<file path="src/rtl/lrs_pkg.sv">
package lrs_pkg;
   localparam int REG_W     = 32;
   localparam int LANES_MAX = 4;
   localparam logic [7:0] PS_A0 = 8'h01;
   localparam logic [7:0] PS_A2 = 8'h04;

   typedef enum logic [3:0] {
      ST_IDLE, ST_RD_CTRL, ST_WR_IDLE, ST_WR_LINK, ST_WR_HOLD,
      ST_WR_PS_A0, ST_WR_CLK_OFF, ST_WR_REL, ST_POLL_CMN, ST_GUARD,
      ST_WR_CLK_MST, ST_WR_PS_A2, ST_POLL_A2, ST_WR_PS_RUN, ST_POLL_RUN
   } step_e;

   function automatic logic [REG_W-1:0] lane_bytes(input logic [LANES_MAX-1:0] m,
                                                   input logic [7:0] code);
      logic [REG_W-1:0] r;
      r = '0;
      for (int i = 0; i < LANES_MAX; i++)
         if (m[i]) r[i*8 +: 8] = code;
      return r;
   endfunction
endpackage

</file>
<file path="src/rtl/lrs_cfg_check.sv">
module lrs_cfg_check
   import lrs_pkg::*;
#(
   parameter int NUM_LANES = 4,
   parameter int CW        = 3
) (
   input  logic [CW-1:0]        lane_count,
   output logic                 cfg_ok,
   output logic [LANES_MAX-1:0] lane_mask
);
   localparam logic [CW-1:0] MAX_CNT = CW'(NUM_LANES);

   always_comb begin
      if (lane_count == CW'(1))      lane_mask = 4'h1;
      else if (lane_count == CW'(2)) lane_mask = 4'h3;
      else if (lane_count == CW'(4)) lane_mask = 4'hF;
      else                           lane_mask = 4'h0;
      cfg_ok = (lane_mask != 4'h0) && (lane_count <= MAX_CNT);
   end
endmodule

</file>
<file path="src/rtl/lrs_bus_port.sv">
module lrs_bus_port
   import lrs_pkg::*;
#(
   parameter int AW = 12
) (
   input  logic             clk,
   input  logic             rst_n,
   input  logic             op_valid,
   input  logic             op_we,
   input  logic [AW-1:0]    op_addr,
   input  logic [REG_W-1:0] op_wdata,
   output logic             op_done,
   output logic [REG_W-1:0] op_rdata,
   output logic             bus_req,
   output logic             bus_we,
   output logic [AW-1:0]    bus_addr,
   output logic [REG_W-1:0] bus_wdata,
   input  logic [REG_W-1:0] bus_rdata,
   input  logic             bus_ack
);
   always_ff @(posedge clk or negedge rst_n) begin
      if (!rst_n) begin
         bus_req   <= 1'b0;
         bus_we    <= 1'b0;
         bus_addr  <= '0;
         bus_wdata <= '0;
      end else if (bus_req) begin
         if (bus_ack) bus_req <= 1'b0;
      end else if (op_valid) begin
         bus_req   <= 1'b1;
         bus_we    <= op_we;
         bus_addr  <= op_addr;
         bus_wdata <= op_wdata;
      end
   end

   assign op_done  = bus_req & bus_ack;
   assign op_rdata = bus_rdata;
endmodule

</file>
<file path="src/rtl/lrs_timer.sv">
module lrs_timer #(
   parameter int TW        = 16,
   parameter int GUARD_CYC = 5
) (
   input  logic          clk,
   input  logic          rst_n,
   input  logic          poll_run,
   input  logic [TW-1:0] limit,
   output logic          poll_expired,
   input  logic          guard_run,
   output logic          guard_done
);
   logic [TW-1:0] pcnt;

   always_ff @(posedge clk or negedge rst_n) begin
      if (!rst_n)            pcnt <= '0;
      else if (!poll_run)    pcnt <= '0;
      else if (pcnt != '1)   pcnt <= pcnt + 1'b1;
   end
   assign poll_expired = (pcnt >= limit);

   generate
      if (GUARD_CYC <= 1) begin : g_single
         assign guard_done = guard_run;
      end else begin : g_count
         localparam int GW = $clog2(GUARD_CYC);
         logic [GW-1:0] gcnt;
         always_ff @(posedge clk or negedge rst_n) begin
            if (!rst_n)         gcnt <= '0;
            else if (!guard_run) gcnt <= '0;
            else                gcnt <= gcnt + 1'b1;
         end
         assign guard_done = guard_run && (gcnt == GW'(GUARD_CYC - 1));
      end
   endgenerate
endmodule

</file>
<file path="src/rtl/lrs_seq.sv">
module lrs_seq
   import lrs_pkg::*;
#(
   parameter int              AW          = 12,
   parameter int              TW          = 16,
   parameter logic [AW-1:0]   RST_ADDR    = 12'h100,
   parameter logic [AW-1:0]   PLLEN_ADDR  = 12'h104,
   parameter logic [AW-1:0]   PWRREQ_ADDR = 12'h108,
   parameter logic [AW-1:0]   PWRACK_ADDR = 12'h10C,
   parameter logic [AW-1:0]   STAT_ADDR   = 12'h200
) (
   input  logic                 clk,
   input  logic                 rst_n,
   input  logic                 start,
   input  logic                 cfg_ok,
   input  logic [LANES_MAX-1:0] cfg_mask,
   input  logic [TW-1:0]        timeout_cycles,
   output logic                 op_valid,
   output logic                 op_we,
   output logic [AW-1:0]        op_addr,
   output logic [REG_W-1:0]     op_wdata,
   input  logic                 op_done,
   input  logic [REG_W-1:0]     op_rdata,
   output logic                 poll_run,
   output logic [TW-1:0]        limit_q,
   input  logic                 poll_expired,
   output logic                 guard_run,
   input  logic                 guard_done,
   output logic                 busy,
   output logic                 done,
   output logic                 error
);
   step_e                st;
   logic [LANES_MAX-1:0] mask_q;
   logic [REG_W-1:0]     shadow;
   logic [REG_W-1:0]     byte_sel;
   logic [REG_W-1:0]     pat_a0;
   logic [REG_W-1:0]     pat_a2;
   logic                 poll_ok;

   assign byte_sel  = lane_bytes(mask_q, 8'hFF);
   assign pat_a0    = lane_bytes(mask_q, PS_A0);
   assign pat_a2    = lane_bytes(mask_q, PS_A2);
   assign poll_run  = (st == ST_POLL_CMN) || (st == ST_POLL_A2) || (st == ST_POLL_RUN);
   assign guard_run = (st == ST_GUARD);
   assign busy      = (st != ST_IDLE);

   always_comb begin
      op_valid = 1'b1;
      op_we    = 1'b1;
      op_addr  = RST_ADDR;
      op_wdata = '0;
      case (st)
         ST_RD_CTRL:    op_we = 1'b0;
         ST_WR_IDLE:    op_wdata = shadow;
         ST_WR_LINK:    op_wdata = shadow & ~32'h1;
         ST_WR_HOLD:    op_wdata = {16'h0, shadow[15:4], 4'hE & mask_q};
         ST_WR_PS_A0:   begin op_addr = PWRREQ_ADDR; op_wdata = pat_a0; end
         ST_WR_CLK_OFF: op_addr = PLLEN_ADDR;
         ST_WR_REL:     op_wdata = {16'h0, shadow[15:4], mask_q};
         ST_POLL_CMN:   begin op_we = 1'b0; op_addr = STAT_ADDR; end
         ST_WR_CLK_MST: begin op_addr = PLLEN_ADDR; op_wdata = 32'h1; end
         ST_WR_PS_A2:   begin op_addr = PWRREQ_ADDR; op_wdata = pat_a2; end
         ST_POLL_A2:    begin op_we = 1'b0; op_addr = PWRACK_ADDR; end
         ST_WR_PS_RUN:  begin op_addr = PWRREQ_ADDR; op_wdata = pat_a0; end
         ST_POLL_RUN:   begin op_we = 1'b0; op_addr = PWRACK_ADDR; end
         default:       begin op_valid = 1'b0; op_we = 1'b0; end
      endcase
   end

   always_comb begin
      case (st)
         ST_POLL_CMN: poll_ok = op_rdata[0];
         ST_POLL_A2:  poll_ok = ((op_rdata & byte_sel) == pat_a2);
         ST_POLL_RUN: poll_ok = ((op_rdata & byte_sel) == pat_a0);
         default:     poll_ok = 1'b0;
      endcase
   end

   always_ff @(posedge clk or negedge rst_n) begin
      if (!rst_n) begin
         st      <= ST_IDLE;
         mask_q  <= '0;
         shadow  <= '0;
         limit_q <= '0;
         done    <= 1'b0;
         error   <= 1'b0;
      end else begin
         done <= 1'b0;
         case (st)
            ST_IDLE: begin
               if (start) begin
                  error <= !cfg_ok;
                  if (cfg_ok) begin
                     st      <= ST_RD_CTRL;
                     mask_q  <= cfg_mask;
                     limit_q <= timeout_cycles;
                  end else begin
                     done <= 1'b1;
                  end
               end
            end
            ST_GUARD: if (guard_done) st <= ST_WR_CLK_MST;
            default: begin
               if (op_done) begin
                  if (poll_run) begin
                     if (poll_ok) begin
                        if (st == ST_POLL_RUN) begin
                           st   <= ST_IDLE;
                           done <= 1'b1;
                        end else begin
                           st <= step_e'(st + 4'd1);
                        end
                     end else if (poll_expired) begin
                        st    <= ST_IDLE;
                        done  <= 1'b1;
                        error <= 1'b1;
                     end
                  end else begin
                     if (st == ST_RD_CTRL)
                        shadow <= (op_rdata & ~32'hF0) | {24'h0, ~mask_q, 4'h0};
                     st <= step_e'(st + 4'd1);
                  end
               end
            end
         endcase
      end
   end
endmodule

</file>
<file path="src/rtl/lane_reconfig_seq.sv">
module lane_reconfig_seq
   import lrs_pkg::*;
#(
   parameter int            NUM_LANES     = 4,
   parameter int            AW            = 12,
   parameter int            TW            = 16,
   parameter int            CLK_PERIOD_NS = 20,
   parameter int            GUARD_NS      = 100,
   parameter logic [AW-1:0] RST_ADDR      = 12'h100,
   parameter logic [AW-1:0] PLLEN_ADDR    = 12'h104,
   parameter logic [AW-1:0] PWRREQ_ADDR   = 12'h108,
   parameter logic [AW-1:0] PWRACK_ADDR   = 12'h10C,
   parameter logic [AW-1:0] STAT_ADDR     = 12'h200
) (
   input  logic             clk,
   input  logic             rst_n,
   input  logic             start,
   input  logic [2:0]       lane_count,
   input  logic [TW-1:0]    timeout_cycles,
   output logic             busy,
   output logic             done,
   output logic             error,
   output logic             bus_req,
   output logic             bus_we,
   output logic [AW-1:0]    bus_addr,
   output logic [REG_W-1:0] bus_wdata,
   input  logic [REG_W-1:0] bus_rdata,
   input  logic             bus_ack
);
   localparam int GUARD_RAW = (GUARD_NS + CLK_PERIOD_NS - 1) / CLK_PERIOD_NS;
   localparam int GUARD_CYC = (GUARD_RAW < 1) ? 1 : GUARD_RAW;

   generate
      if (!(NUM_LANES == 1 || NUM_LANES == 2 || NUM_LANES == 4)) begin : g_bad_lanes
         $error("NUM_LANES must be 1, 2 or 4");
      end
      if (TW < 1 || CLK_PERIOD_NS < 1 || GUARD_NS < 0) begin : g_bad_time
         $error("timing parameters out of range");
      end
   endgenerate

   logic                 cfg_ok;
   logic [LANES_MAX-1:0] cfg_mask;
   logic                 op_valid, op_we, op_done;
   logic [AW-1:0]        op_addr;
   logic [REG_W-1:0]     op_wdata, op_rdata;
   logic                 poll_run, poll_expired, guard_run, guard_done;
   logic [TW-1:0]        limit_q;

   lrs_cfg_check #(.NUM_LANES(NUM_LANES), .CW(3)) u_cfg (
      .lane_count(lane_count), .cfg_ok(cfg_ok), .lane_mask(cfg_mask));

   lrs_seq #(
      .AW(AW), .TW(TW), .RST_ADDR(RST_ADDR), .PLLEN_ADDR(PLLEN_ADDR),
      .PWRREQ_ADDR(PWRREQ_ADDR), .PWRACK_ADDR(PWRACK_ADDR), .STAT_ADDR(STAT_ADDR)
   ) u_seq (
      .clk(clk), .rst_n(rst_n), .start(start), .cfg_ok(cfg_ok), .cfg_mask(cfg_mask),
      .timeout_cycles(timeout_cycles), .op_valid(op_valid), .op_we(op_we),
      .op_addr(op_addr), .op_wdata(op_wdata), .op_done(op_done), .op_rdata(op_rdata),
      .poll_run(poll_run), .limit_q(limit_q), .poll_expired(poll_expired),
      .guard_run(guard_run), .guard_done(guard_done),
      .busy(busy), .done(done), .error(error));

   lrs_bus_port #(.AW(AW)) u_port (
      .clk(clk), .rst_n(rst_n), .op_valid(op_valid), .op_we(op_we), .op_addr(op_addr),
      .op_wdata(op_wdata), .op_done(op_done), .op_rdata(op_rdata),
      .bus_req(bus_req), .bus_we(bus_we), .bus_addr(bus_addr), .bus_wdata(bus_wdata),
      .bus_rdata(bus_rdata), .bus_ack(bus_ack));

   lrs_timer #(.TW(TW), .GUARD_CYC(GUARD_CYC)) u_timer (
      .clk(clk), .rst_n(rst_n), .poll_run(poll_run), .limit(limit_q),
      .poll_expired(poll_expired), .guard_run(guard_run), .guard_done(guard_done));
endmodule

</file>
<file path="config.mk">
export PLATFORM = sky130hd
export DESIGN_NAME = lane_reconfig_seq
export DESIGN_NICKNAME = d
export VERILOG_FILES = /design/src/rtl/lrs_pkg.sv /design/src/rtl/lrs_cfg_check.sv /design/src/rtl/lrs_bus_port.sv /design/src/rtl/lrs_timer.sv /design/src/rtl/lrs_seq.sv /design/src/rtl/lane_reconfig_seq.sv
export SDC_FILE = /design/constraint.sdc
export NUM_CORES = 1
export LEC_CHECK = 0
export ABC_AREA = 1
export BUFFER_PORTS_ARGS = -buffer_cell sky130_fd_sc_hd__buf_2
export CAP_MARGIN = 25
export CORE_MARGIN = 2
export CORE_UTILIZATION = 58
export DETAILED_ROUTE_END_ITERATION = 12
export PLACE_DENSITY = 0.81
export SYNTH_ARGS = -nofsm -noshare
export SYNTH_HDL_FRONTEND = slang
export SYNTH_HIERARCHICAL = 1
export SYNTH_SLANG_ARGS = --single-unit
</file>
<file path="constraint.sdc">
create_clock -name clk -period 2.5 [get_ports clk]
set_clock_uncertainty 0.1 [all_clocks]
set_input_delay 0.5 -clock clk [delete_from_list [all_inputs] [get_ports clk]]
set_output_delay 0.5 -clock clk [all_outputs]
set_load 0.02 [all_outputs]
</file>
==> flow_summary_export.csv <==
group,metric,value,unit
floorplanning,design.portCount,104,
route,detailroute.via_count,5669,
placed_design,place_congestion,0.943,
logic_synthesis,synthDominantAreaCellType,"sky130_fd_sc_hd__dfrtp_1",
timing,slew_viol_final,0,
clock_network,cts-buffers-inserted,17,
layout,nets,1008,
timing,setup_ws,137,ps
timing,finalCritPeriodShare,94.5,%
timing,setup-violations-final,0,
logic_synthesis,synth_largest_type_area_fraction,43.4,%
global_routing,grt.total_usage,25.6,%
placed_design,portBuffers,103,
timing,finalCriticalPeriod,2360,ps
timing,timing.slew.headroom,51.5,%
logic_synthesis,ys_seq_area_share,43.4,%
flow_run,max_cap_viols,0,
global_routing,grt_pass1_vias,5548,
worst_setup_path,slowest_stage,"sky130_fd_sc_hd__or4_4",
clock_network,clkSinkCount,123,
floorplanning,placement_rows,40,
worst_setup_path,cp_data_required_time,2700,ps
layout,area_growth_syn_to_layout,12.7,%
logic_synthesis,synth.avg_cell_area,8.28,um^2
clock_network,cts_htree_levels,4,
route,wl_per_cell,14.1,um
placed_design,detailed_place_hpwl,10500,um
timing,grt_setup_unrepaired,"no",
route,detail-route-antenna-nets,0,
worst_setup_path,cpMostUsedCell,"sky130_fd_sc_hd__inv_1",
layout,n_antenna_cell,0,
worst_setup_path,critPathLaunchType,"register",
timing,clock.fmax,423,MHz
route,via_per_inst,5.20,
floorplanning,placeableCoreArea,12000,um^2
worst_setup_path,crit_path_cell_trace,"inv_1, ha_1, inv_1, nor2_4, inv_4, nand2_2, or4_4, buf_12, nor2_1, a21oi_2",
global_routing,initial_antenna_violation_count,0,
logic_synthesis,synth-warning-count,6,
pwr,sw_frac_of_total,40.6,%
pwr,net-switching-power,0.00388,W
min_path,holdCritPathClass,"input pin to async pin",
clock_network,clkTransAtPathRegs,60,ps
pwr,combinational_cell_fraction_of_total_power,41.3,%
placed_design,pre_cts_ws,162,ps
logic_synthesis,synth-edff-count,0,
floorplanning,die_height,115,um
clock_network,tritoncts,"built",
route,firstDrtPassIters,5,
global_routing,grt_start_max_net_pins,124,
layout,multiInputGateArea,3000,um^2
logic_synthesis,ys_async_sr_fraction,100,%
route,detail_route.wirelength,15300,um
pwr,power_report.internal_total,0.00567,W
layout,post_route_cells_drive_above_1_share,26.4,%
floorplanning,die_width,115,um
pwr,power.static_leakage,4.42,nW
clock_network,clk_root_buffer_cell,"sky130_fd_sc_hd__clkbuf_16",
layout,fillers,970,
worst_setup_path,critical_path.endpoint_type,"register",
clock_network,worstSkewPairLatency,410,ps
route,dr.first_iter.drc_count,445,
route,drc,0,
timing,final_sum_of_negative_setup_slack,0,ps
logic_synthesis,synthTopCellsByArea,"sky130_fd_sc_hd__dfrtp_1 (43%), sky130_fd_sc_hd__nand2_1 (12%), sky130_fd_sc_hd__inv_1 (5.7%)",
logic_synthesis,synthesis.area,7100,um^2
worst_setup_path,crit_fanout,37,
pwr,power.share.clock,26.0,%
clock_network,cts.path.max_buffers,2,
floorplanning,floorplan.die_area,13100,um^2
logic_synthesis,postSynthRegisterBits,123,
pwr,peakVddDrop,673,uV
worst_setup_path,timing.critical_path.arrival,2560,ps
floorplanning,initial_cell_density_of_the_core,59.3,%
global_routing,grt_pass1_wl,26200,um
timing,timing_hold_violations_final,0,
logic_synthesis,yosys.cell_types.count,48,
timing,tightestPinTransition,727,ps
logic_synthesis,postSynth.topFlopCell,"sky130_fd_sc_hd__dfrtp_1",
pwr,power_per_cell_area,1200,nW/um^2
worst_setup_path,path_class,"register to register",
outcome,status,"finished clean",
layout,ff_latch_area,3080,um^2
worst_setup_path,critical_path.max_stage_delay,590,ps
global_routing,grt_remaining_overflow,0,
pwr,power.share.sequential,32.8,%
logic_synthesis,netlist_instances,857,
per-stage QoR:
step	util [%]	total power [W]	cells	cell area [um^2]	hold slack, ps
after floorplan	-	0.00629	864	7120	104
after global placement	61.4	0.00690	1054	7340	343
after detailed placement	61.4	0.00702	1054	7340	356
after CTS	66.4	0.00957	1086	7950	113
after global routing	66.8	0.0102	1090	8000	134
final	66.8	0.00956	1090	8000	7.87
placed cells by master (no fill, tap or decap), types with 10 or more instances in the layout:
cell type	n
sky130_fd_sc_hd__nor2_1	74
sky130_fd_sc_hd__dfrtp_1	123
sky130_fd_sc_hd__nand3_1	65
sky130_fd_sc_hd__a21oi_1	14
sky130_fd_sc_hd__buf_2	102
sky130_fd_sc_hd__inv_1	106
sky130_fd_sc_hd__a21oi_2	10
sky130_fd_sc_hd__o21ai_2	22
sky130_fd_sc_hd__mux2_2	17
sky130_fd_sc_hd__nand3_2	11
sky130_fd_sc_hd__clkbuf_16	17
sky130_fd_sc_hd__nand2_1	228
sky130_fd_sc_hd__ha_1	22
sky130_fd_sc_hd__buf_4	13
state kept, by name, indices dropped and copies added (netlist names):
| register | count |
|---|---|
| u_port/bus_wdata | 32 |
| u_seq/shadow | 32 |
| u_seq/limit_q | 16 |
| u_timer/pcnt | 16 |
| u_port/bus_addr | 12 |
| u_seq/mask_q | 4 |
| u_seq/st | 4 |
| u_timer/g_count.gcnt | 3 |
| u_port/bus_req | 1 |
| u_port/bus_we | 1 |
| u_seq/done | 1 |
| u_seq/error | 1 |
kinds of logic (layout without fill, tap and decap cells):
logic type                 after synthesis  count (layout)  synth area share, %
AOI/OAI and AO/OA                       81              81                 8.07
xor gates and xnor gates                 1               1                0.123
adders and majority gates               23              23                 4.06
buffers and inverters                  188             267                 15.0
DFF                                    123             123                 43.4
muxes                                   17              17                 2.70
other                                    1               8               0.0528
and+or+nand+nor                        423             423                 26.6
repair_timing:
action / 4_1_cts / 5_1_grt
buffers inserted: 0 / 4
gates resized for setup: 0 / 7
endpoints found under the setup margin: 0 / 22
hold buffers: 0 / 0
metal layers:
layer	vias up	wire length, um	global-route usage [%]
met5	-	0	0
met4	0	256	8.29
met3	26	896	5.93
met2	187	7680	43.3
met1	2650	6490	32.7
li1	2806	-	-
cell type report:
cell class | count | area share [%]
clock buffer | 20 | 5.71
clock inverter | 12 | 1.83
inverter | 116 | 5.56
multi-input combinational | 553 | 37.5
sequential | 123 | 38.5
tap | 147 | 2.30
timing repair buffer | 119 | 8.61
cells in the mapped netlist, types with 2 or more instances:
cell type / instances
sky130_fd_sc_hd__nand3_2: 11
sky130_fd_sc_hd__nor2_1: 76
sky130_fd_sc_hd__buf_6: 14
sky130_fd_sc_hd__clkbuf_1: 3
sky130_fd_sc_hd__o21ai_2: 22
sky130_fd_sc_hd__and2_1: 2
sky130_fd_sc_hd__buf_2: 2
sky130_fd_sc_hd__buf_8: 3
sky130_fd_sc_hd__buf_12: 2
sky130_fd_sc_hd__a21boi_0: 2
sky130_fd_sc_hd__nor3_1: 4
sky130_fd_sc_hd__nor2_2: 9
sky130_fd_sc_hd__o22ai_1: 8
sky130_fd_sc_hd__o21bai_1: 5
sky130_fd_sc_hd__inv_4: 2
sky130_fd_sc_hd__inv_2: 4
sky130_fd_sc_hd__nand3_1: 65
sky130_fd_sc_hd__nand2_1: 229
sky130_fd_sc_hd__nand4_1: 8
sky130_fd_sc_hd__ha_1: 23
sky130_fd_sc_hd__dfrtp_1: 123
sky130_fd_sc_hd__buf_4: 45
sky130_fd_sc_hd__a21oi_1: 14
sky130_fd_sc_hd__nand2_2: 6
sky130_fd_sc_hd__nor2_4: 2
sky130_fd_sc_hd__a21oi_2: 10
sky130_fd_sc_hd__inv_1: 107
sky130_fd_sc_hd__o21ai_1: 3
sky130_fd_sc_hd__nand3b_1: 2
sky130_fd_sc_hd__or2_2: 4
sky130_fd_sc_hd__o211ai_1: 2
sky130_fd_sc_hd__mux2_2: 17
sky130_fd_sc_hd__buf_1: 2
sky130_fd_sc_hd__clkinv_2: 3
sky130_fd_sc_hd__o21ai_0: 10
critical path: cells and delay by family (launching register included):
kind / cells / cell delay [ps]
fa+ha+maj: 1 / 200
flops: 1 / 430
buf+inv: 4 / 540
simple gates: 4 / 900
compound gates: 1 / 50
worst paths after layout:
check / from / to / slack (ps) / depth (start not counted)
worst max-delay path: u_seq/st[1] / u_seq/shadow[29] / 140 / 10
worst min-delay path: rst_n / u_timer/g_count.gcnt[0] / 8 / 2
worst max register to register: u_seq/st[1] / u_seq/shadow[29] / 140 / 10
worst min register to register: u_timer/g_count.gcnt[0] / u_timer/g_count.gcnt[0] / 360 / 1
max in group asynchronous: rst_n / u_seq/shadow[3] / 1690 / 2
min in group clk: bus_ack / u_port/bus_req / 200 / 2
power groups by stage:
| stage | registers (W) | clock network (W) | logic, W |
|---|---|---|---|
| 2_1_floorplan | 0.00334 | 0 | 0.00294 |
| 3_3_place_gp | 0.00313 | 0 | 0.00377 |
| 3_5_place_dp | 0.00315 | 0 | 0.00387 |
| 4_1_cts | 0.00313 | 0.00253 | 0.00392 |
| 5_1_grt | 0.00320 | 0.00262 | 0.00440 |
| 6_report | 0.00313 | 0.00248 | 0.00394 |
(Power assumes the default switching activity.)
